<file path="src/rtl/rstSeqPkg.sv">
package rstSeqPkg;

  typedef enum logic [1:0] {
    VEC_NORMAL = 2'b00,
    VEC_CMON   = 2'b01,
    VEC_COP    = 2'b10
  } vecSel_e;

  typedef enum logic [1:0] {
    ST_IDLE  = 2'd0,
    ST_DRIVE = 2'd1,
    ST_WAIT  = 2'd2,
    ST_HOLD  = 2'd3
  } seqState_e;

  // strobes from control to datapath
  typedef struct packed {
    logic drive;     // pull the pin low
    logic busy;      // sequence in progress, keep reset requested
    logic sample;    // classification edge
    logic extFound;  // pin seen low at classification edge
  } ctlStrobe_t;

endpackage

</file>
<file path="src/rtl/syncChain.sv">
module syncChain #(
  parameter int STAGES = 2
) (
  input  logic clk,
  input  logic asyncSet,
  input  logic d,
  output logic q
);
  logic [STAGES-1:0] stage;

  always_ff @(posedge clk or posedge asyncSet) begin
    if (asyncSet) begin
      stage <= '1;
    end else begin
      stage[0] <= d;
      for (int i = 1; i < STAGES; i++) begin
        stage[i] <= stage[i-1];
      end
    end
  end

  assign q = stage[STAGES-1];
endmodule

</file>
<file path="src/rtl/rstSeqCtrl.sv">
module rstSeqCtrl
  import rstSeqPkg::*;
#(
  parameter int DRIVE_CYC  = 16,
  parameter int SAMPLE_CYC = 8
) (
  input  logic       clk,
  input  logic       intReq,
  input  logic       pinSync,
  output ctlStrobe_t strb
);
  localparam int MAX_CYC = (DRIVE_CYC > SAMPLE_CYC) ? DRIVE_CYC : SAMPLE_CYC;
  localparam int CNT_W   = $clog2(MAX_CYC) + 1;
  localparam logic [CNT_W-1:0] DRIVE_LAST  = CNT_W'(DRIVE_CYC - 1);
  localparam logic [CNT_W-1:0] SAMPLE_LAST = CNT_W'(SAMPLE_CYC - 1);

  seqState_e        state;
  logic [CNT_W-1:0] cnt;

  // entry is asynchronous: any internal request parks the sequence at the
  // start of the drive phase for as long as it is held
  always_ff @(posedge clk or posedge intReq) begin
    if (intReq) begin
      state <= ST_DRIVE;
      cnt   <= '0;
    end else begin
      unique case (state)
        ST_IDLE: begin
          if (!pinSync) begin
            state <= ST_DRIVE;
            cnt   <= '0;
          end
        end
        ST_DRIVE: begin
          if (cnt == DRIVE_LAST) begin
            state <= ST_WAIT;
            cnt   <= '0;
          end else begin
            cnt <= cnt + 1'b1;
          end
        end
        ST_WAIT: begin
          if (cnt == SAMPLE_LAST) begin
            state <= pinSync ? ST_IDLE : ST_HOLD;
            cnt   <= '0;
          end else begin
            cnt <= cnt + 1'b1;
          end
        end
        ST_HOLD: begin
          if (pinSync) state <= ST_IDLE;
        end
        default: state <= ST_IDLE;
      endcase
    end
  end

  always_comb begin
    strb.drive    = (state == ST_DRIVE);
    strb.busy     = (state != ST_IDLE);
    strb.sample   = (state == ST_WAIT) && (cnt == SAMPLE_LAST);
    strb.extFound = strb.sample && !pinSync;
  end
endmodule

</file>
<file path="src/rtl/rstSeqDatapath.sv">
module rstSeqDatapath
  import rstSeqPkg::*;
#(
  parameter int SYNC_STAGES = 2
) (
  input  logic       clk,
  input  logic       porReq,
  input  logic       copReq,
  input  logic       cmonReq,
  input  logic       pinLevel,
  input  ctlStrobe_t strb,
  output logic       pinSync,
  output logic       pinPullDown,
  output logic       sysReset,
  output logic [1:0] vecSel
);
  logic    intReq;
  logic    relSet;
  logic    porSeen, copSeen, cmonSeen;
  vecSel_e vecNext;
  vecSel_e vecReg;

  assign intReq = porReq | copReq | cmonReq;
  assign relSet = intReq | ~pinLevel;

  // pin level into the clock domain
  syncChain #(.STAGES(SYNC_STAGES)) pinSync_i (
    .clk     (clk),
    .asyncSet(porReq),
    .d       (pinLevel),
    .q       (pinSync)
  );

  // reset release: set at once, cleared only through the chain
  syncChain #(.STAGES(SYNC_STAGES)) relSync_i (
    .clk     (clk),
    .asyncSet(relSet),
    .d       (strb.busy),
    .q       (sysReset)
  );

  // cause flags latch asynchronously and clear at classification
  always_ff @(posedge clk or posedge porReq) begin
    if (porReq)           porSeen <= 1'b1;
    else if (strb.sample) porSeen <= 1'b0;
  end

  always_ff @(posedge clk or posedge copReq) begin
    if (copReq)           copSeen <= 1'b1;
    else if (strb.sample) copSeen <= 1'b0;
  end

  always_ff @(posedge clk or posedge cmonReq) begin
    if (cmonReq)          cmonSeen <= 1'b1;
    else if (strb.sample) cmonSeen <= 1'b0;
  end

  always_comb begin
    if (strb.extFound)  vecNext = VEC_NORMAL;
    else if (porSeen)   vecNext = VEC_NORMAL;
    else if (cmonSeen)  vecNext = VEC_CMON;
    else if (copSeen)   vecNext = VEC_COP;
    else                vecNext = VEC_NORMAL;
  end

  always_ff @(posedge clk or posedge porReq) begin
    if (porReq)           vecReg <= VEC_NORMAL;
    else if (strb.sample) vecReg <= vecNext;
  end

  assign vecSel      = vecReg;
  assign pinPullDown = strb.drive;
endmodule

</file>
<file path="src/rtl/rstCtrlTop.sv">
module rstCtrlTop
  import rstSeqPkg::*;
#(
  parameter int DRIVE_CYC   = 16,
  parameter int SAMPLE_CYC  = 8,
  parameter int SYNC_STAGES = 2
) (
  input  logic       clk,
  input  logic       porReq,
  input  logic       copReq,
  input  logic       cmonReq,
  input  logic       pinLevel,
  output logic       pinPullDown,
  output logic       sysReset,
  output logic [1:0] vecSel
);
  ctlStrobe_t strb;
  logic       pinSync;
  logic       intReq;

  assign intReq = porReq | copReq | cmonReq;

  rstSeqCtrl #(
    .DRIVE_CYC (DRIVE_CYC),
    .SAMPLE_CYC(SAMPLE_CYC)
  ) ctrl_i (
    .clk    (clk),
    .intReq (intReq),
    .pinSync(pinSync),
    .strb   (strb)
  );

  rstSeqDatapath #(
    .SYNC_STAGES(SYNC_STAGES)
  ) dp_i (
    .clk        (clk),
    .porReq     (porReq),
    .copReq     (copReq),
    .cmonReq    (cmonReq),
    .pinLevel   (pinLevel),
    .strb       (strb),
    .pinSync    (pinSync),
    .pinPullDown(pinPullDown),
    .sysReset   (sysReset),
    .vecSel     (vecSel)
  );
endmodule

</file>
<file path="config.mk">
export PLATFORM = sky130hd
export DESIGN_NAME = rstCtrlTop
export DESIGN_NICKNAME = d
export VERILOG_FILES = /design/src/rtl/rstSeqPkg.sv /design/src/rtl/syncChain.sv /design/src/rtl/rstSeqCtrl.sv /design/src/rtl/rstSeqDatapath.sv /design/src/rtl/rstCtrlTop.sv
export SDC_FILE = /design/constraint.sdc
export NUM_CORES = 1
export LEC_CHECK = 0
export BUFFER_PORTS_ARGS = -buffer_cell sky130_fd_sc_hd__buf_2
export CAP_MARGIN = 20
export CORE_MARGIN = 1
export CORE_UTILIZATION = 50
export DETAILED_ROUTE_END_ITERATION = 8
export HOLD_SLACK_MARGIN = 0.06
export PLACE_DENSITY = 0.72
export SYNTH_ARGS = -nofsm -noshare
export SYNTH_HDL_FRONTEND = slang
export SYNTH_SLANG_ARGS = --single-unit
</file>
<file path="constraint.sdc">
create_clock -name clk -period 1.7 [get_ports clk]
set_input_delay 0.34 -clock clk [delete_from_list [all_inputs] [get_ports clk]]
set_output_delay 0.34 -clock clk [all_outputs]
set_load 0.1 [all_outputs]
</file>
Word level (Yosys, flattened, before mapping)
Cells that the tools add are included.
{"block": "op_classes", "add_sub_neg": 1, "eq_ne": 9, "muxes": 14, "bitwise_logic": 4, "reduce_logical": 8}
{"cell": "$mux 2", "count": 9}
{"cell": "$mux 5", "count": 3}
{"cell": "$pmux 5 s3", "count": 1}
{"cell": "$pmux 2 s4", "count": 1}
{"cell": "$add 5x1->5 const B", "count": 1}
{"cell": "$eq 5x3->1 const B", "count": 1}
{"cell": "$eq 5x4->1 const B", "count": 1}
{"cell": "$eq 2x2->1 const B", "count": 2}
{"cell": "$ne 2x1->1 const B", "count": 2}
{"cell": "$ne 2x2->1 const B", "count": 2}
{"cell": "$reduce_and 4->1", "count": 1}
{"cell": "$or 1x1->1", "count": 3}
{"cell": "$reduce_bool 3->1", "count": 1}
{"cell": "$eq 2x1->1 const B", "count": 1}
{"cell": "$logic_and 1x1->1", "count": 2}
{"cell": "$logic_not 2->1", "count": 1}
{"cell": "$reduce_and 2->1", "count": 1}
{"cell": "$reduce_bool 2->1", "count": 1}
{"cell": "$logic_not 1->1", "count": 1}
{"cell": "$not 1->1", "count": 1}
{"block": "totals", "ff_bits": 16, "inputBits": 5, "output_inout_bits": 4, "word_cells": 44}

Logic depth before layout (Yosys ltp)
Gate-level depths: netlist (run 1).
{"block": "logic_depth", "ltp_word": 4, "depth_mapped": 7, "mapped_depth_nobuf": 7}

Hierarchy
Synthesis (run 1) repeated with hierarchy kept, for this count alone.
{"block": "hier_totals", "hier_cells": 86, "area_unflattened_um2": 894.6}
{"module": "rstSeqCtrl", "instances": 1, "cells_each": 60, "area_each_um2": 556.8, "seq_area_each_um2": 176.4}
{"module": "rstSeqDatapath", "instances": 1, "cells_each": 19, "area_each_um2": 219.0, "seq_area_each_um2": 128.9}
{"module": "syncChain", "instances": 2, "cells_each": 3, "area_each_um2": 56.3, "seq_area_each_um2": 52.6}
{"module": "rstCtrlTop", "instances": 1, "cells_each": 1, "area_each_um2": 6.3, "seq_area_each_um2": 0.0}

Worst setup path after synthesis (run 1)
Ideal clock, no wire load.
{"block": "synth_timing", "path_type": "reg-to-reg", "startpoint": "register ctrl_i.state[0]", "endpoint": "register ctrl_i.cnt[3]", "setup_ns": 0.083, "arrival_ns": 2.062, "required_ns": 1.617, "setup_slack_ns": -0.445, "stages_incl_launch_ff": 5, "path_buffers": 0, "period_less_slack_ns": 2.145, "cell_sequence": "dfstp_2 ha_1 nor2b_1 a22oi_1 o21ai_0"}
{"block": "synth_between", "elab_chain_cells": 3, "word_cells_on_any_way": 7, "classes_between": "eq/ne (3); mux (1); reduce/logical (3)"}
{"element": "start, declared", "line": "rstSeqCtrl.sv:17", "source": "seqState_e state;"}
{"element": "start signal, assigned", "line": "rstSeqCtrl.sv:44", "source": "state <= pinSync ? ST_IDLE : ST_HOLD;"}
{"element": "$eq 2x1->1 *"}
{"element": "net pinPullDown", "line": "rstCtrlTop.sv:13", "source": "output logic pinPullDown,"}
{"element": "$reduce_bool 3->1 (no source line)"}
{"element": "$reduce_and 2->1 (no source line)"}
{"element": "end signal, assigned", "line": "rstSeqCtrl.sv:39", "source": "cnt <= cnt + 1'b1;"}
{"element": "end signal, assigned", "line": "rstSeqCtrl.sv:47", "source": "cnt <= cnt + 1'b1;"}
{"element": "end, declared", "line": "rstSeqCtrl.sv:18", "source": "logic [CNT_W-1:0] cnt;"}
The timed path passes the listed nets; every way through them passes the cells marked *.
A chain may end at the register's enable or synchronous reset.

Worst setup path in the final report (run 1)
{"block": "layout_timing", "startpoint": "register ctrl_i.state[0]", "endpoint": "register ctrl_i.state[0]"}
{"block": "layout_between", "elab_chain_cells": 3, "word_cells_on_any_way": 10, "classes_between": "eq/ne (7); mux (1); reduce/logical (2)"}
{"element": "$eq 2x2->1 (tied with other cells)", "line": "rstSeqCtrl.sv:27", "source": "unique case (state)"}
{"element": "$ne 2x2->1 (no source line) / $ne 2x1->1 (equally long branches)"}
{"element": "$reduce_and 4->1 (no source line)"}
Several ways; a longest one is shown, not always the timed one.

==> results of run 1 <==
-- final timing paths --
check,start,to,slack [ns],cells past startpoint
max in group asynchronous,copReq,dp_i.relSync_i.stage[0],0.59,5
min,pinLevel,dp_i.relSync_i.stage[1],0.12,2
min in group clk,pinLevel,dp_i.pinSync_i.stage[0],0.15,1
max reg2reg,ctrl_i.state[0],ctrl_i.state[0],0.01,5
max,ctrl_i.state[0],ctrl_i.state[0],0.01,5
min reg2reg,dp_i.pinSync_i.stage[0],dp_i.pinSync_i.stage[1],0.36,0
-- state kept, by name, summed over array words and instances (netlist names) --
name / cells
dp_i.pinSync_i.stage: 2
dp_i.porSeen: 1
dp_i.relSync_i.stage: 2
dp_i.cmonSeen: 1
ctrl_i.cnt: 5
dp_i.copSeen: 1
ctrl_i.state: 2
dp_i.vecSel: 2
-- worst reg2reg max path, stage by stage, from the launching register on --
cell      delay [ns]
dfstp_2         0.56
inv_1           0.08
ha_2            0.20
mux2_4          0.27
a211oi_2        0.28
mux2i_1         0.23
-- synth_stat cells --
| master | instances |
|---|---|
| inv_1 | 10 |
| dfrtp_1 | 8 |
| dfstp_2 | 8 |
| ha_1 | 8 |
| and2_1 | 5 |
| nand2_1 | 5 |
| a21oi_1 | 3 |
| mux2_4 | 3 |
| mux2i_1 | 3 |
| nand3_1 | 3 |
| nor2_1 | 2 |
| nor2b_1 | 2 |
| o2111ai_1 | 2 |
| o21ai_1 | 2 |
| a2111oi_2 | 1 |
| a211oi_1 | 1 |
| a211oi_2 | 1 |
| a21o_1 | 1 |
| a22oi_1 | 1 |
| a2bb2oi_2 | 1 |
| and2b_1 | 1 |
| and3b_1 | 1 |
| nand2b_1 | 1 |
| nand3b_1 | 1 |
| nand4bb_4 | 1 |
| nor3_1 | 1 |
| nor4bb_1 | 1 |
| o21ai_0 | 1 |
| or2_4 | 1 |
-- metal layers --
metal / up-vias / share of wire (%) / global-route usage [%]
met4: 0 / 0.36 / 5.455
met3: 2 / 2.3 / 4.898
li1: 319 / - / -
met2: 10 / 50 / 31.76
met1: 316 / 48 / 29.61
met5: - / 0 / 0
-- cell families (layout without fill, tap and decap cells) --
logic type	count (synthesis)	after routing
adder cells (fa/ha/maj)	8	8
AND/OR/NAND/NOR	25	25
buffers and inverters	10	32
AO/OA/AOI/OAI	14	14
multiplexers	6	6
flip-flops	16	16
-- layout make-up --
class                   instances  area [um^2]
multi-input cells              53        474.2
fillers                       128        467.9
flip-flops and latches         16        410.4
repair buffers                 18        137.6
inverters                      10        37.54
clock buffers                   4        36.28
well taps                      24        30.03
-- where the power goes --
part | internal [mW] | switching, mW
sequential | 0.483 | 0.0599
combinational | 0.407 | 0.574
clock | 0.130 | 0.121
total | 1.02 | 0.755
-- metrics by stage --
| stage | power (mW) | TNS (ns) |
|---|---|---|
| floorplan | 1.245 | 0 |
| global placement | 1.462 | 0 |
| detailed placement | 1.502 | 0 |
| CTS | 1.768 | 0 |
| global route | 1.889 | -0.1060 |
| finish | 1.776 | 0 |
-- timing repair --
action                                  in CTS  in global routing
hold buffers                                 3                  0
endpoints found under the hold margin        4                  0
endpoints found under the setup margin       0                  5
resized for setup                            0                  1
==> reports/qor.yml, run 1 <==
run_status: "completed"
cts_made_buffers: 3
final_cell_mix: "inv_1 (10), dfrtp_1 (8), dfstp_2 (8)"
power_density_mw_per_mm2: 1577
required_ns: 1.92
period_share_pct: 99.15
synth_top_family_by_area: "simple AND/OR/NAND/NOR gates"
drtIter0Drc: 16
synthesis.nets: 92
synth_top_cell_by_area: "dfstp_2"
avgRoutedWirePerCell_um: 13.50
initial_utilization_pct: 56.59
fin_util_pct: 70.64
slowest_delay_ns: 0.56
ir_drop_mv: 1.159
arrival_ns: 1.90
stdcell_count: 125
synth_cell_type_count: 29
antenna_left: 0
cp_cell_sequence: "inv_1 > ha_2 > mux2_4 > a211oi_2 > mux2i_1"
rsz0062_at_grt: "true"
wl_um: 1687
path_clk_slew_ns: 0.09
clock_latency_ns: 0.28
post_cts_buffers: 0
synthMuxAreaShare_pct: 8.322
period_needed_ns: 1.686
drc: 0
clockBufferDepth: 2
setup_ws_ns: 0.01440
min_path_type: "in2async"
vias: 647
fp.dieW_um: 44.48
grt-ovfl-total: 0
diodes: 0
cp_top_family: "flip-flops"
area_delta_synth_final_pct: 24.83
p_leak_nw: 0.5410
track_usage_pct: 20.77
dp_cells: 118
critPathLaunchType: "flop"
whs_ns: 0.1196
synth_fa_ha_area_share_pct: 11.10
synth-seq-area-share_pct: 45.49
synth_area_leaders: "dfstp_2 (23%), dfrtp_1 (22%), ha_1 (11%), mux2_4 (5.0%), inv_1 (4.2%)"
critical_path_class: "reg2reg"
layout.nets: 115
root_buffer: "clkbuf_4"
drtPass1Iterations: 4
slowest_stage: "dfstp_2"
cts_tree: "yes"
finClkSkew_ns: 0.002087
viasPerCell: 5.176
fmax_mhz: 593.3
synth_area_um2: 902.1
max_cap_viol_count: 0
final_area_mm2: 0.001126
yosysWarnings: 0
drive_above_1_share_pct: 37.62
rows: 14
grt_max_degree: 10
endpoint_kind: "flop"
ioPinCount: 9
coreArea_mm2: 0.001594
tightest_slew_ns: 0.4881
place_area_mm2: 0.001055
grt_pass1_vias: 610
synth-xor-area-share_pct: 0
synth-simple-area-share_pct: 18.45
port_buffers: 8
synth_seq_cells: 16
relSlewSlack_pct: 67.68
synth_compound_gate_area_share_pct: 12.48
cp_max_fo: 3
layout_commonest_cell: "inv_1"
antenna_found_initial: 0
numClockSinks: 16
die_h_um: 44.48
cts_max_level: 1
gp_congestion: 0.7756
synth_area_per_cell_um2: 11.42
setup_viol_count_final: 0
hold_viol_final: 0
grt_pass1_wl_um: 2939
synth_top_area_share_pct: 23.30
pre_cts_slack_ns: 0.02385
dieArea_mm2: 0.001978
dp_hpwl_um: 1277
critPathBufInv: 1
drv_slew: 0
synth_cells: 79
Power figures use the tool's default switching activity.
==> run 2: changes to the inputs <==
ABC_AREA = 1   (was default)
CORE_UTILIZATION = 51   (was 50)
PLACE_DENSITY = 0.73   (was 0.72)
==> run 2 against run 1 <==
Net effect:
- combinational power shrank 20%
- global-route usage shrank 1.6 points
- area after synthesis grew 1.7%
- critical path depth shrank 2
- first-iteration DRC count shrank 31%
- sequential cell count is the same
- clock power is essentially flat
- die area shrank 0.31%
- maximum frequency grew 3.8%
- clock skew is essentially flat
- sequential share of layout area grew 1.3 points
- critical path type is now reg2out
- highest routed layer unchanged
==> reports/qor.yml, run 2 <==
run_status: "completed"
fin_util_pct: 68.29
slowest_delay_ns: 0.44
rr_endpoint: "ctrl_i.cnt[2]"
largest_reg_flops: 5
dp_cells: 139
grt_pass1_wl_um: 2635
vias: 686
cts_made_buffers: 3
synth_top_cell_by_area: "dfstp_2"
dp_hpwl_um: 1233
cp_cell_sequence: "inv_1 > ha_4 > buf_12"
period_needed_ns: 1.624
endpoint_kind: "output port"
critical_path_class: "reg2out"
yosysWarnings: 0
power_density_mw_per_mm2: 1444
tightest_slew_ns: 0.5141
grt-ovfl-total: 0
synth_area_per_cell_um2: 8.652
pre_cts_slack_ns: 0.1844
finClkSkew_ns: 0.002092
reg2regPathDepth: 11
viasPerCell: 4.699
synth-edff-count: 0
fillers: 124
root_buffer: "clkbuf_4"
cp_top_family: "flip-flops"
setup_ws_ns: 0.07568
synth_area_um2: 917.1
critPathLaunchType: "flop"
min_path_type: "in2async"
r2r_slack_ns: 0.17
slowest_stage: "dfrtp_1"
hold_viol_final: 0
synth_ff_type: "dfstp_2"
clockBufferDepth: 2
initial_utilization_pct: 57.54
gp_congestion: 0.8468
synth_commonest_cells: "nand2_1 (29), inv_1 (19), dfrtp_1 (8), dfstp_2 (8), ha_1 (8)"
port_buffers: 8
cp_max_fo: 5
synth_top_area_share_pct: 22.92
setup_viol_count_final: 0
required_ns: 1.36
rsz0062_at_grt: "false"
diodes: 0
synth_area_leaders: "dfstp_2 (23%), dfrtp_1 (22%), nand2_1 (12%), ha_1 (11%), inv_1 (7.8%)"
wl_um: 1574
cts_tree: "yes"
layout_commonest_cell: "nand2_1"
p_leak_nw: 0.5803
ioPinCount: 9
grt_max_degree: 10
synth.most_common_cell: "nand2_1"
dieArea_mm2: 0.001972
fmax_mhz: 615.6
numClockSinks: 16
drtIter0Drc: 11
synthesis.nets: 119
drive_above_1_share_pct: 30.33
synth_seq_cells: 16
path_clk_slew_ns: 0.09
relSlewSlack_pct: 65.46
max_cap_viol_count: 0
clock_latency_ns: 0.29
avgRoutedWirePerCell_um: 10.78
drv_slew: 0
antenna_left: 0
arrival_ns: 1.28
synth-seq-area-share_pct: 44.75
synth_cells: 106
synth_cell_type_count: 21
fp.dieW_um: 44.41
critPathBufInv: 2
cts_max_level: 1
fin_tns_setup_ns: 0
antenna_found_initial: 0
stdcell_count: 146
rows: 14
final_cell_mix: "nand2_1 (29), inv_1 (19), dfrtp_1 (8), dfstp_2 (8)"
top_register: "ctrl_i.cnt"
drc: 0
grt_pass1_vias: 649
post_cts_buffers: 0
area_delta_synth_final_pct: 18.69
ir_drop_mv: 0.6806
drtPass1Iterations: 4
synthArstFlopShare_pct: 100.0
period_share_pct: 95.55
die_h_um: 44.41
reg2reg_from: "ctrl_i.cnt[0]"
track_usage_pct: 19.13
coreArea_mm2: 0.001594
layout.nets: 136
run 2: changes by cell type after synthesis, sizes merged, moves of 4 or more:
cell | before | now
nand3 | 3 | 9
and2 | 5 | 1
nand2 | 5 | 37
inv | 10 | 21
run 2: metrics by stage:
step	hold slack (ns)	instance area [um^2]	power, mW
CTS	0.1284	1079	1.561
detailed placement	0.2555	1012	1.294
floorplan	0.1163	919.6	1.128
finish	0.1288	1089	1.572
global placement	0.2500	1012	1.280
global route	0.1365	1089	1.671
run 2: layer usage:
layer | GRT usage [%] | up-vias | routed length, um
met1 | 24.67 | 316 | 807
li1 | - | 355 | -
met4 | 9.091 | 0 | 29
met5 | 0 | - | 0
met3 | 4.898 | 4 | 40
met2 | 30.00 | 11 | 697
run 2: cell type report:
| cell class | instances | area, um^2 | area share [%] |
|---|---|---|---|
| multi-input combinational | 68 | 435.4 | 40.00 |
| sequential | 16 | 410.4 | 37.70 |
| timing repair buffer | 12 | 92.59 | 8.506 |
| inverter | 22 | 83.83 | 7.701 |
| clock buffer | 4 | 36.28 | 3.333 |
| tap | 24 | 30.03 | 2.759 |
run 2: worst max-delay path by stage:
stage | startpoint | to | cells after the start
global route | ctrl_i.state[1] | pinPullDown | 3
global placement | ctrl_i.cnt[0] | ctrl_i.cnt[2] | 11
CTS | ctrl_i.state[1] | pinPullDown | 3
floorplan | ctrl_i.state[0] | ctrl_i.cnt[2] | 7
finish | ctrl_i.state[1] | pinPullDown | 3
detailed placement | ctrl_i.cnt[0] | ctrl_i.cnt[2] | 11
run 2: power breakdown:
group | total [mW] | internal [mW] | switching [mW]
combinational | 0.786 | 0.260 | 0.526
sequential | 0.532 | 0.472 | 0.0593
clock | 0.254 | 0.130 | 0.124
total | 1.57 | 0.863 | 0.709
run 2: kinds of logic (layout without fill, tap and decap cells):
logic type,Yosys count,count (layout),share of synthesized area [%]
AOI/OAI and AO/OA,4,4,2.865
DFF,16,16,44.75
and+or+nand+nor,56,56,32.33
adders and majority gates,8,8,10.91
buffers and inverters,22,38,9.140
run 2: worst register-to-register path, delay by kind of cell (launching register included):
family | cells | cell delay [ns]
adders and majority gates | 2 | 0.38
buffers and inverters | 2 | 0.09
DFF | 1 | 0.43
and+or+nand+nor | 7 | 0.55
run 2: what timing repair did:
item | in CTS | in global routing
endpoints found under the setup margin | 0 | 1
hold buffers | 3 | 0
endpoints found under the hold margin | 4 | 0
resized for setup | 0 | 1
==> run 3: changes to the inputs <==
CORE_MARGIN = default   (was 1)
CORE_UTILIZATION = 54   (was 51)
CTS_BUF_LIST = sky130_fd_sc_hd__clkbuf_2 sky130_fd_sc_hd__clkbuf_4 sky130_fd_sc_hd__clkbuf_8   (was default)
GPL_TIMING_DRIVEN = 0   (was default)
PLACE_DENSITY = 0.77   (was 0.73)
==> run 3 against run 2 <==
Net effect:
- highest routed layer unchanged
- wire length is 2.3% higher
- worst setup slack improved by 0.010 ns
- clock-buffer cell count did not move
- utilization grew 1.5 points
- register-to-register slack worse by 0.02 ns
- sequential share of layout area increased by 0.44 points
- worst hold slack got worse by 0.0032 ns
- critical endpoint unchanged
- clock skew rose by 0.00096 ns
- non-clock buffer count unchanged
==> reports/qor.yml, run 3 (synthesis gave the netlist of run 2 again) <==
port_buffers: 8
required_ns: 1.36
track_usage_pct: 21.43
grt-ovfl-total: 0
top_register: "ctrl_i.cnt"
fmax_mhz: 619.5
root_buffer: "clkbuf_4"
min_path_type: "in2async"
critPathLaunchType: "flop"
drv_slew: 0
avgRoutedWirePerCell_um: 11.67
diodes: 0
fp.dieW_um: 43.21
viasPerCell: 5.065
wl_um: 1610
ioPinCount: 9
power_density_mw_per_mm2: 1451
drtIter0Drc: 14
tightest_slew_ns: 0.6524
coreArea_mm2: 0.001541
grt_max_degree: 10
reg2reg_from: "ctrl_i.cnt[0]"
cts_tree: "yes"
gp_congestion: 0.7726
relSlewSlack_pct: 56.18
largest_reg_flops: 5
setup_viol_count_final: 0
dp_hpwl_um: 1176
final_cell_mix: "nand2_1 (29), inv_1 (19), dfrtp_1 (8), dfstp_2 (8)"
drtPass1Iterations: 4
setup.worst_path.start: "ctrl_i.state[1]"
hold_viol_final: 0
cts_made_buffers: 3
r2r_slack_ns: 0.15
numClockSinks: 16
die_h_um: 43.21
fin_util_pct: 69.81
layout_commonest_cell: "nand2_1"
p_leak_nw: 0.5795
arrival_ns: 1.27
area_delta_synth_final_pct: 17.33
setup_ws_ns: 0.08581
antenna_found_initial: 0
initial_utilization_pct: 59.50
grt_pass1_wl_um: 2849
drive_above_1_share_pct: 30.33
vias: 699
reg2regPathDepth: 11
layout.nets: 136
finClkSkew_ns: 0.003055
clock_latency_ns: 0.28
run_status: "completed"
grt_pass1_vias: 705
cts_max_level: 1
cp_max_fo: 5
finalPower_mw: 1.562
max_cap_viol_count: 0
endpoint_kind: "output port"
period_needed_ns: 1.614
clockBufferDepth: 2
period_share_pct: 94.95
antenna_left: 0
endpoint: "pinPullDown"
critical_path_class: "reg2out"
drc: 0
pre_cts_slack_ns: 0.1310
ir_drop_mv: 0.6363
dieArea_mm2: 0.001867
path_clk_slew_ns: 0.08
rows: 14
rr_endpoint: "ctrl_i.cnt[2]"
fin_tns_setup_ns: 0
==> run 3: cell count changes in the layout (fill, tap and decap cells not counted) <==
| cell | previous run | this run |
|---|---|---|
| buf_4 | 1 | 0 |
| clkbuf_2 | 0 | 1 |
==> run 3: final cells by class <==
| type | count | area [um^2] |
|---|---|---|
| repair buffers | 12 | 90.09 |
| flip-flops and latches | 16 | 410.4 |
| fillers | 120 | 465.4 |
| clock buffers | 4 | 36.28 |
| well taps | 16 | 20.02 |
| multi-input cells | 68 | 435.4 |
| inverters | 22 | 83.83 |
==> run 3: per-layer routing <==
metal,wire length (um),share of wire [%],up-vias,global-route usage [%]
met4,18,1.1,0,9.091
met1,668,41,329,21.95
met3,70,4.3,2,8.936
li1,-,-,356,-
met5,0,0,-,0
met2,853,53,12,37.61
==> run 3: worst max-delay path: stages (launching register included) <==
cell     delay [ns]
dfrtp_1        0.44
inv_1          0.17
ha_4           0.20
buf_12         0.18
==> run 3: what timing repair did <==
action                                  CTS  global route
resized for setup                         3             2
hold buffers                              3             0
setup buffers                             0             0
hold endpoints to repair                  4             0
endpoints found under the setup margin    1             1
==> run 3: report_power, final <==
group          switching (mW)  internal (mW)  total (mW)
sequential             0.0622          0.472       0.535
combinational           0.527          0.257       0.784
clock                   0.112          0.130       0.243
total                   0.701          0.860        1.56
==> run 3: per-stage QoR <==
step / cells / instance area, um^2 / hold WS (ns)
after floorplan: 106 / 919.6 / 0.1163
after global placement: 130 / 979.7 / 0.2489
after detailed placement: 130 / 979.7 / 0.2519
after CTS: 137 / 1056 / 0.1179
after global routing: 138 / 1076 / 0.1379
final: 138 / 1076 / 0.1256
==> run 3: how the worst min path moves through the flow <==
| stage | startpoint | endpoint | slack (ns) | cells after the start |
|---|---|---|---|---|
| after floorplan | porReq | dp_i.vecSel[0] | 0.12 | 1 |
| after global placement | porReq | dp_i.vecSel[1] | 0.25 | 2 |
| after detailed placement | porReq | dp_i.vecSel[1] | 0.25 | 2 |
| after CTS | pinLevel | dp_i.relSync_i.stage[1] | 0.12 | 2 |
| after global routing | pinLevel | dp_i.relSync_i.stage[1] | 0.14 | 2 |
| final | pinLevel | dp_i.relSync_i.stage[1] | 0.13 | 2 |
